### src/rtl/sdram_init_pkg.sv
package sdram_init_pkg;

  typedef enum logic [1:0] {
    CMD_NOP           = 2'd0,
    CMD_PRECHARGE_ALL = 2'd1,
    CMD_REFRESH       = 2'd2,
    CMD_MODE_SET      = 2'd3
  } sdramCmd_e;

  // strobes from control to datapath
  typedef struct packed {
    logic loadCfg;     // capture configuration
    logic gapStart;    // load gap counter with G-1
    logic gapStep;     // decrement gap counter
    logic timerRun;    // refresh timer counting
    logic refreshAck;  // pending refresh accepted
  } initCtl_t;

endpackage

### src/rtl/sdram_init_datapath.sv
module sdram_init_datapath
  import sdram_init_pkg::*;
#(
  parameter int GAP_W = 4,
  parameter int PRE_W = 4,
  parameter int PER_W = 8
) (
  input  logic             clk,
  input  logic             rstN,
  input  initCtl_t         ctl,
  input  logic [GAP_W-1:0] cfgGap,
  input  logic [PRE_W-1:0] cfgPrescale,
  input  logic [PER_W-1:0] cfgPeriod,
  output logic             gapIsZero,
  output logic             gapCfgZero,
  output logic             refreshPending
);

  logic [GAP_W-1:0] gapReg, gapCnt;
  logic [PRE_W-1:0] preReg, preCnt;
  logic [PER_W-1:0] perReg, perCnt;
  logic             preWrap, perWrap, timerFire;

  assign gapIsZero  = (gapCnt == '0);
  assign gapCfgZero = (gapReg == '0);
  assign preWrap    = (preCnt == preReg);
  assign perWrap    = (perCnt == perReg);
  assign timerFire  = ctl.timerRun && preWrap && perWrap;

  // configuration capture
  always_ff @(posedge clk) begin
    if (!rstN) begin
      gapReg <= '0;
      preReg <= '0;
      perReg <= '0;
    end else if (ctl.loadCfg) begin
      gapReg <= cfgGap;
      preReg <= cfgPrescale;
      perReg <= cfgPeriod;
    end
  end

  // inter-command gap counter
  always_ff @(posedge clk) begin
    if (!rstN) begin
      gapCnt <= '0;
    end else if (ctl.gapStart) begin
      gapCnt <= gapReg - GAP_W'(1);
    end else if (ctl.gapStep) begin
      gapCnt <= gapCnt - GAP_W'(1);
    end
  end

  // prescaled refresh timer
  always_ff @(posedge clk) begin
    if (!rstN) begin
      preCnt <= '0;
      perCnt <= '0;
    end else if (ctl.timerRun) begin
      if (preWrap) begin
        preCnt <= '0;
        perCnt <= perWrap ? '0 : perCnt + PER_W'(1);
      end else begin
        preCnt <= preCnt + PRE_W'(1);
      end
    end
  end

  // single pending refresh request; a new expiry wins over an ack
  always_ff @(posedge clk) begin
    if (!rstN) begin
      refreshPending <= 1'b0;
    end else if (timerFire) begin
      refreshPending <= 1'b1;
    end else if (ctl.refreshAck) begin
      refreshPending <= 1'b0;
    end
  end

  assert_prescale_bound_R9: assert property (@(posedge clk) disable iff (!rstN)
    preCnt <= preReg);

  assert_pending_holds_R11: assert property (@(posedge clk) disable iff (!rstN)
    refreshPending && !ctl.refreshAck |=> refreshPending);

endmodule

### src/rtl/sdram_init_ctrl.sv
module sdram_init_ctrl
  import sdram_init_pkg::*;
#(
  parameter int INIT_REFRESHES = 8
) (
  input  logic       clk,
  input  logic       rstN,
  input  logic       cfgLoad,
  input  logic       cmdReady,
  input  logic       gapIsZero,
  input  logic       gapCfgZero,
  input  logic       refreshPending,
  output initCtl_t   ctl,
  output logic       cmdValid,
  output logic [1:0] cmdCode,
  output logic       initDone
);

  localparam int LAST_STEP = INIT_REFRESHES + 1;
  localparam int STEP_W    = $clog2(LAST_STEP + 1);

  typedef enum logic [1:0] {ST_WAIT_CFG, ST_ISSUE, ST_GAP, ST_NORMAL} state_e;

  state_e      state, stateNext;
  logic [STEP_W-1:0] step, stepNext;
  sdramCmd_e   stepCmd;
  logic        isLast;

  assign isLast = (step == STEP_W'(LAST_STEP));

  always_comb begin
    if (step == '0)  stepCmd = CMD_PRECHARGE_ALL;
    else if (isLast) stepCmd = CMD_MODE_SET;
    else             stepCmd = CMD_REFRESH;
  end

  assign cmdValid = (state == ST_ISSUE) || ((state == ST_NORMAL) && refreshPending);
  assign cmdCode  = (state == ST_NORMAL) ? CMD_REFRESH : stepCmd;
  assign initDone = (state == ST_NORMAL);

  always_comb begin
    stateNext = state;
    stepNext  = step;
    ctl       = '0;
    unique case (state)
      ST_WAIT_CFG: begin
        if (cfgLoad) begin
          ctl.loadCfg = 1'b1;
          stepNext    = '0;
          stateNext   = ST_ISSUE;
        end
      end
      ST_ISSUE: begin
        if (cmdReady) begin
          if (!gapCfgZero) begin
            ctl.gapStart = 1'b1;
            stateNext    = ST_GAP;
          end else if (isLast) begin
            stateNext = ST_NORMAL;
          end else begin
            stepNext = step + STEP_W'(1);
          end
        end
      end
      ST_GAP: begin
        if (!gapIsZero) begin
          ctl.gapStep = 1'b1;
        end else if (isLast) begin
          stateNext = ST_NORMAL;
        end else begin
          stepNext  = step + STEP_W'(1);
          stateNext = ST_ISSUE;
        end
      end
      ST_NORMAL: begin
        ctl.timerRun   = 1'b1;
        ctl.refreshAck = refreshPending && cmdReady;
      end
      default: stateNext = ST_WAIT_CFG;
    endcase
  end

  always_ff @(posedge clk) begin
    if (!rstN) begin
      state <= ST_WAIT_CFG;
      step  <= '0;
    end else begin
      state <= stateNext;
      step  <= stepNext;
    end
  end

  assert_cmd_held_R7: assert property (@(posedge clk) disable iff (!rstN)
    cmdValid && !cmdReady |=> cmdValid && $stable(cmdCode));

  assert_done_sticky_R8: assert property (@(posedge clk) disable iff (!rstN)
    initDone |=> initDone);

  assert_mode_before_done_R5: assert property (@(posedge clk) disable iff (!rstN)
    $rose(initDone) |-> $past(cmdCode) == CMD_MODE_SET);

  assert_step_bound_R4: assert property (@(posedge clk) disable iff (!rstN)
    step <= STEP_W'(LAST_STEP));

endmodule

### src/rtl/sdram_init_seq.sv
module sdram_init_seq
  import sdram_init_pkg::*;
#(
  parameter int GAP_W          = 4,
  parameter int PRE_W          = 4,
  parameter int PER_W          = 8,
  parameter int INIT_REFRESHES = 8
) (
  input  logic             clk,
  input  logic             rstN,
  input  logic             cfgLoad,
  input  logic [GAP_W-1:0] cfgGap,
  input  logic [PRE_W-1:0] cfgPrescale,
  input  logic [PER_W-1:0] cfgPeriod,
  output logic             cmdValid,
  output logic [1:0]       cmdCode,
  input  logic             cmdReady,
  output logic             initDone
);

  initCtl_t ctl;
  logic     gapIsZero, gapCfgZero, refreshPending;

  sdram_init_ctrl #(.INIT_REFRESHES(INIT_REFRESHES)) i_ctrl (
    .clk(clk), .rstN(rstN), .cfgLoad(cfgLoad), .cmdReady(cmdReady),
    .gapIsZero(gapIsZero), .gapCfgZero(gapCfgZero),
    .refreshPending(refreshPending), .ctl(ctl),
    .cmdValid(cmdValid), .cmdCode(cmdCode), .initDone(initDone)
  );

  sdram_init_datapath #(.GAP_W(GAP_W), .PRE_W(PRE_W), .PER_W(PER_W)) i_datapath (
    .clk(clk), .rstN(rstN), .ctl(ctl),
    .cfgGap(cfgGap), .cfgPrescale(cfgPrescale), .cfgPeriod(cfgPeriod),
    .gapIsZero(gapIsZero), .gapCfgZero(gapCfgZero),
    .refreshPending(refreshPending)
  );

endmodule

### config.mk
export PLATFORM = sky130hd
export DESIGN_NAME = sdram_init_seq
export DESIGN_NICKNAME = d
export VERILOG_FILES = /design/src/rtl/sdram_init_pkg.sv /design/src/rtl/sdram_init_datapath.sv /design/src/rtl/sdram_init_ctrl.sv /design/src/rtl/sdram_init_seq.sv
export SDC_FILE = /design/constraint.sdc
export NUM_CORES = 1
export LEC_CHECK = 0
export BUFFER_PORTS_ARGS = -buffer_cell sky130_fd_sc_hd__buf_2
export CAP_MARGIN = 15
export CORE_MARGIN = 8
export CORE_UTILIZATION = 25
export CTS_CLUSTER_DIAMETER = 40
export CTS_CLUSTER_SIZE = 25
export DETAILED_ROUTE_END_ITERATION = 10
export HOLD_SLACK_MARGIN = 0.05
export SYNTH_ARGS = -nofsm -noshare
export SYNTH_HDL_FRONTEND = slang
export SYNTH_SLANG_ARGS = --single-unit
### constraint.sdc
create_clock -name clk -period 5.3 [get_ports clk]
set_input_delay 0 -clock clk [delete_from_list [all_inputs] [get_ports clk]]
set_output_delay 0 -clock clk [all_outputs]
set_load 0.01 [all_outputs]
# Word level (Yosys, flattened, before mapping)

Cells that the tools add are included.

Flip-flop bits (word level): 39
Input bits: 20
Output and inout port bits: 4
Logic and storage cells: 70

Add/subtract/negate cells: 5
Equality and inequality tests: 11
Muxes and demuxes: 30
Reductions and logical operators: 15

Operator list:

| cell                                                                | number |
|---|---|
| 4-bit 2-to-1 mux                                                    | 8 |
| 2-bit 2-to-1 mux                                                    | 9 |
| 4-bit logical NOT                                                   | 3 |
| 4-bit case mux with 3 select lines                                  | 1 |
| 1-bit 2-to-1 mux                                                    | 10 |
| 5-bit AND reduction                                                 | 2 |
| 4-bit by 1-bit adder with 4-bit output (second input constant)      | 2 |
| 8-bit by 1-bit adder with 8-bit output (second input constant)      | 1 |
| 8-bit == test                                                       | 1 |
| 8-bit 2-to-1 mux                                                    | 1 |
| 4-bit by 1-bit subtractor with 4-bit output (second input constant) | 2 |
| 2-bit case mux with 3 select lines                                  | 1 |
| 2-bit == test (second input constant)                               | 2 |
| 4-bit == test                                                       | 1 |
| 4-bit == test (second input constant)                               | 1 |
| 1-bit logical AND                                                   | 4 |
| 2-bit by 1-bit != test with 1-bit output (second input constant)    | 2 |
| 2-bit != test (second input constant)                               | 2 |
| 2-bit nonzero test                                                  | 2 |
| 3-bit != test (second input constant)                               | 1 |
| 3-bit nonzero test                                                  | 1 |
| 2-bit by 1-bit == test with 1-bit output (second input constant)    | 1 |
| 2-bit logical NOT                                                   | 1 |
| 2-bit AND reduction                                                 | 1 |
| 1-bit logical OR                                                    | 1 |

# Longest topological paths before layout

Depth in word-level cells: 5
Gate-level depth with buffers: 9
Mapped depth without buffers: 9

# By module

From an unflattened synthesis, not the netlist that was laid out.

Cells, all modules: 244
Area, all modules: 2,180.8 um^2

By module, submodules not included:

| module              | instances | cells an instance | area each (um^2) | seq. area each (um^2) |
|---|---|---|---|---|
| sdram_init_datapath | 1         | 179               | 1,651.6          | 660.6 |
| sdram_init_ctrl     | 1         | 65                | 529.3            | 120.1 |

# Worst setup path after synthesis

Ideal clock, no wire load.

Kind: register to register
From: register i_ctrl.state[0]
To: register i_ctrl.state[0]
Setup time: 0.116 ns
Data arrival time: 1.941 ns
Required time: 5.184 ns
Slack: 3.243 ns
Cell stages (with the launch flop): 7
Buffers on the path: 0
Clock period less this slack: 2.057 ns
Path through: dfxtp_1 > inv_1 > ha_1 > o41a_1 > or4_4 > or4_1 > o211a_1

Cells in the longest elaborated chain, start to end: 3
Elaborated cells between the ends (all ways): 10
Classes of those cells: eq/ne: 6; mux: 1; reduce/logical: 3

Ends and longest elaborated chain:

| what                                                             | line                  | source |
|---|---|---|
| start, declared                                                  | sdram_init_ctrl.sv:24 | `state_e state, stateNext;` |
| start signal, assigned                                           | sdram_init_ctrl.sv:88 | `state <= stateNext;` |
| 2-bit by 1-bit == test with 1-bit output (tied with other cells) | sdram_init_ctrl.sv:45 | `unique case (state)` |
| 3-bit != test (no source line) (tied with other cells)           | --                    |  |
| 5-bit AND reduction (no source line)                             | --                    |  |

Parallel ways exist; a longest one is shown, timed or not.
A chain may end at the register's enable or synchronous reset.

# Final worst setup path

From: register i_datapath.gapReg[3]
To: register i_datapath.gapCnt[2]

Cells in the longest elaborated chain, start to end: 5
Elaborated cells between the ends (all ways): 6
Classes of those cells: mux: 4; reduce/logical: 2

Ends and longest elaborated chain:

| what                                                   | line                      | source |
|---|---|---|
| start, declared                                        | sdram_init_datapath.sv:19 | `logic [GAP_W-1:0] gapReg, gapCnt;` |
| start signal, assigned                                 | sdram_init_datapath.sv:37 | `gapReg <= cfgGap;` |
| 4-bit logical NOT *                                    | sdram_init_datapath.sv:25 | `assign gapCfgZero = (gapReg == '0);` |
| 1-bit 2-to-1 mux *                                     | sdram_init_ctrl.sv:55     | `if (!gapCfgZero) begin` |
| 1-bit 2-to-1 mux *                                     | sdram_init_ctrl.sv:54     | `if (cmdReady) begin` |
| 1-bit 2-to-1 mux *                                     | sdram_init_ctrl.sv:45     |  |
| 4-bit 2-to-1 mux or 2-bit nonzero test (tied branches) | --                        |  |
| end signal, assigned                                   | sdram_init_datapath.sv:48 | `gapCnt <= gapReg - GAP_W'(1);` |
| end signal, assigned                                   | sdram_init_datapath.sv:50 | `gapCnt <= gapCnt - GAP_W'(1);` |
| end, declared                                          | sdram_init_datapath.sv:19 |  |

Every way passes the cells marked *; elsewhere a longest branch is shown, timed or not.

==> flow_summary.yaml <==
yosys:
  synth_warnings: 0
  syn_inst: 254
  async_flop_share_pct: 0
  syn-num-nets: 284
  synth-seq-cells: 39
  ys.flop_type: "dfxtp_1"
  yosysSeqAreaShare_pct: 37.7
  yosysUniqueCellTypes: 47
  syn_area_per_cell_um2: 8.16
  netlist_area_mm2: 0.00207
  synth-edff-count: 0
critical_path:
  critPathLaunchType: "register"
  worstPathRequired_ps: 5520
  path_max_fanout: 7
  path_class: "register to register"
  worstPathArrival_ps: 2660
  cp-end-kind: "register"
placed_design:
  place_area_mm2: 0.00228
  gp_congestion: 0.807
  portBuffers: 23
  dpl.hpwl_mm: 3.39
route:
  totalWireLength_mm: 4.90
  firstDrtPassIters: 4
  vias_per_cell: 4.77
  wl_per_cell_um: 12.4
  drc: 0
  antenna_left: 0
  vias: 1885
  drt_iter0_drc: 113
clocking:
  cts_buffers: 5
  clk_pin_slew_ps: 70
  cts_setup_buffers: 0
  clock-root-buffer: "clkbuf_8"
  clk_latency_ps: 290
  clk_path_buf_depth: 2
  cts-resized-gates: 0
  ctsHtreeMaxLevel: 2
  cts_sinks: 39
  cts_tree: "done"
final_layout:
  n_fill_cell: 860
  final_cell_mix: "nand2_1 (53), dfxtp_1 (39), a21oi_1 (23), buf_2 (23), dlygate4sd3_1 (16)"
  fin_area_mm2: 0.00252
  area.growth.synth_to_final_pct: 21.7
  multi_input_area_mm2: 0.00121
  antenna_cells: 0
  nNetsFinal: 319
  layout-drive-gt1-share_pct: 13.1
  final_common_cell: "nand2_1"
  seqCellArea_um2: 781
sta:
  fin_setup_tns_ps: 0
  rsz0062_at_grt: "false"
  report.final.slew_viol_count: 0
  finClkSkew_ps: 9.79
  setup_viol: 0
  post-route-min-period_ps: 2440
  max_slew_margin_pct: 31.2
  hold_viol: 0
  tightest_slew_ps: 1020
  fin_crit_sh_pct: 46.0
  timing.fmax_mhz: 410
pwr:
  leakagePower_uw: 0.000934
  ir_drop_mv: 0.136
  power_density_mw_per_mm2: 333
die:
  die_w_um: 107
  start_util_pct: 25.5
  core-area_mm2: 0.00813
  dieArea_mm2: 0.0115
  ioPinCount: 24
  dieHeight_um: 107
  rows: 33
grt:
  grt_pass1_wl_mm: 8.68
  grt_max_degree: 31
  grt_use_total_pct: 9.21
  gr-total-overflow: 0
  grt_antenna_before_repair: 0
  grt_pass1_vias: 1833
hold_path:
  min_path_type: "input port to register"
job:
  cap_violations: 0
outcome:
  status: "complete, no violations"
## critical path, cell delays in order, from the launching register on
cell	delay (ps)
dfxtp_1	340
o41ai_1	930
nor2_1	230
mux2i_1	210
ha_1	230
a21oi_1	80
a31o_2	210
a21oi_1	130
## report_power, final
group / internal, µW / total, µW / switching, µW
Combinational: 115 / 291 / 175
Clock: 92.4 / 195 / 103
Sequential: 325 / 354 / 28.4
## area by class of cell
| cell class | count | area share (%) |
|---|---|---|
| multi-input cells | 193 | 47.9 |
| clock inverters | 1 | 0.198 |
| inverters | 10 | 1.49 |
| well taps | 105 | 5.21 |
| flip-flops and latches | 39 | 31.0 |
| repair buffers | 40 | 11.2 |
| clock buffers | 7 | 3.03 |
## per-layer routing
layer | up-vias | global-route usage (%) | routed length (µm)
li1 | 980 | - | -
met1 | 859 | 11.7 | 2390
met2 | 36 | 14.0 | 2200
met3 | 10 | 2.40 | 189
met4 | 0 | 4.72 | 123
met5 | - | 0 | 0
## state kept, by name (all words and copies together) (netlist names)
signal,flops
i_datapath.refreshPending,1
i_ctrl.step,4
i_datapath.perReg,8
i_datapath.gapCnt,4
i_datapath.preReg,4
i_ctrl.state,2
i_datapath.perCnt,8
i_datapath.preCnt,4
i_datapath.gapReg,4
## what timing repair did
item	4_1_cts	5_1_grt
hold buffers	16	0
setup endpoints to repair	0	0
endpoints found under the hold margin	16	0
## worst paths after layout
kind	start	to	slack (ps)	cells past startpoint
setup / recovery	i_datapath.gapReg[3]	i_datapath.gapCnt[2]	2860	7
hold / removal	cmdReady	i_datapath.gapCnt[0]	120	4
setup reg to reg	i_datapath.gapReg[3]	i_datapath.gapCnt[2]	2860	7
hold reg to reg	i_datapath.preReg[1]	i_datapath.preReg[1]	470	2
## per-stage QoR
step           total power, µW  hold slack [ps]  util (%)  worst slack, ps  std cells
3_3_place_gp               637              244      28.0             3090        371
6_report                   840              115      31.0             2860        395
4_1_cts                    847              109      31.0             2940        395
5_1_grt                    907              122      31.0             2660        395
2_1_floorplan              563              136         -             3240        254
3_5_place_dp               640              248      28.0             2980        371
## cells in the mapped netlist (3+ instances only)
library cell / count / share of area, %
nor2b_1: 3 / 0.91
o221ai_1: 5 / 2.1
nand4_1: 5 / 1.5
a21oi_1: 23 / 5.6
clkbuf_1: 12 / 2.2
nand2_1: 53 / 9.6
o2111ai_1: 6 / 2.5
inv_1: 9 / 1.6
or3_1: 4 / 1.2
nor2_1: 5 / 0.91
nor4_1: 4 / 1.2
xnor2_1: 9 / 3.8
o22ai_1: 3 / 0.91
xor2_1: 6 / 2.5
ha_1: 10 / 6.0
nor3_1: 4 / 0.97
nand3_1: 7 / 1.7
o21ai_0: 8 / 1.9
dfxtp_1: 39 / 38
o211ai_1: 4 / 1.4
## kinds of logic after synthesis
| logic type | after synthesis | synth area share (%) |
|---|---|---|
| AOI/OAI and AO/OA | 64 | 20.8 |
| xor gates and xnor gates | 15 | 6.34 |
| adders and majority gates | 10 | 6.04 |
| buffers and inverters | 22 | 3.99 |
| DFF | 39 | 37.7 |
| muxes | 2 | 0.966 |
| and+or+nand+nor | 102 | 24.2 |
No activity file was read; power rests on OpenSTA's default activity.
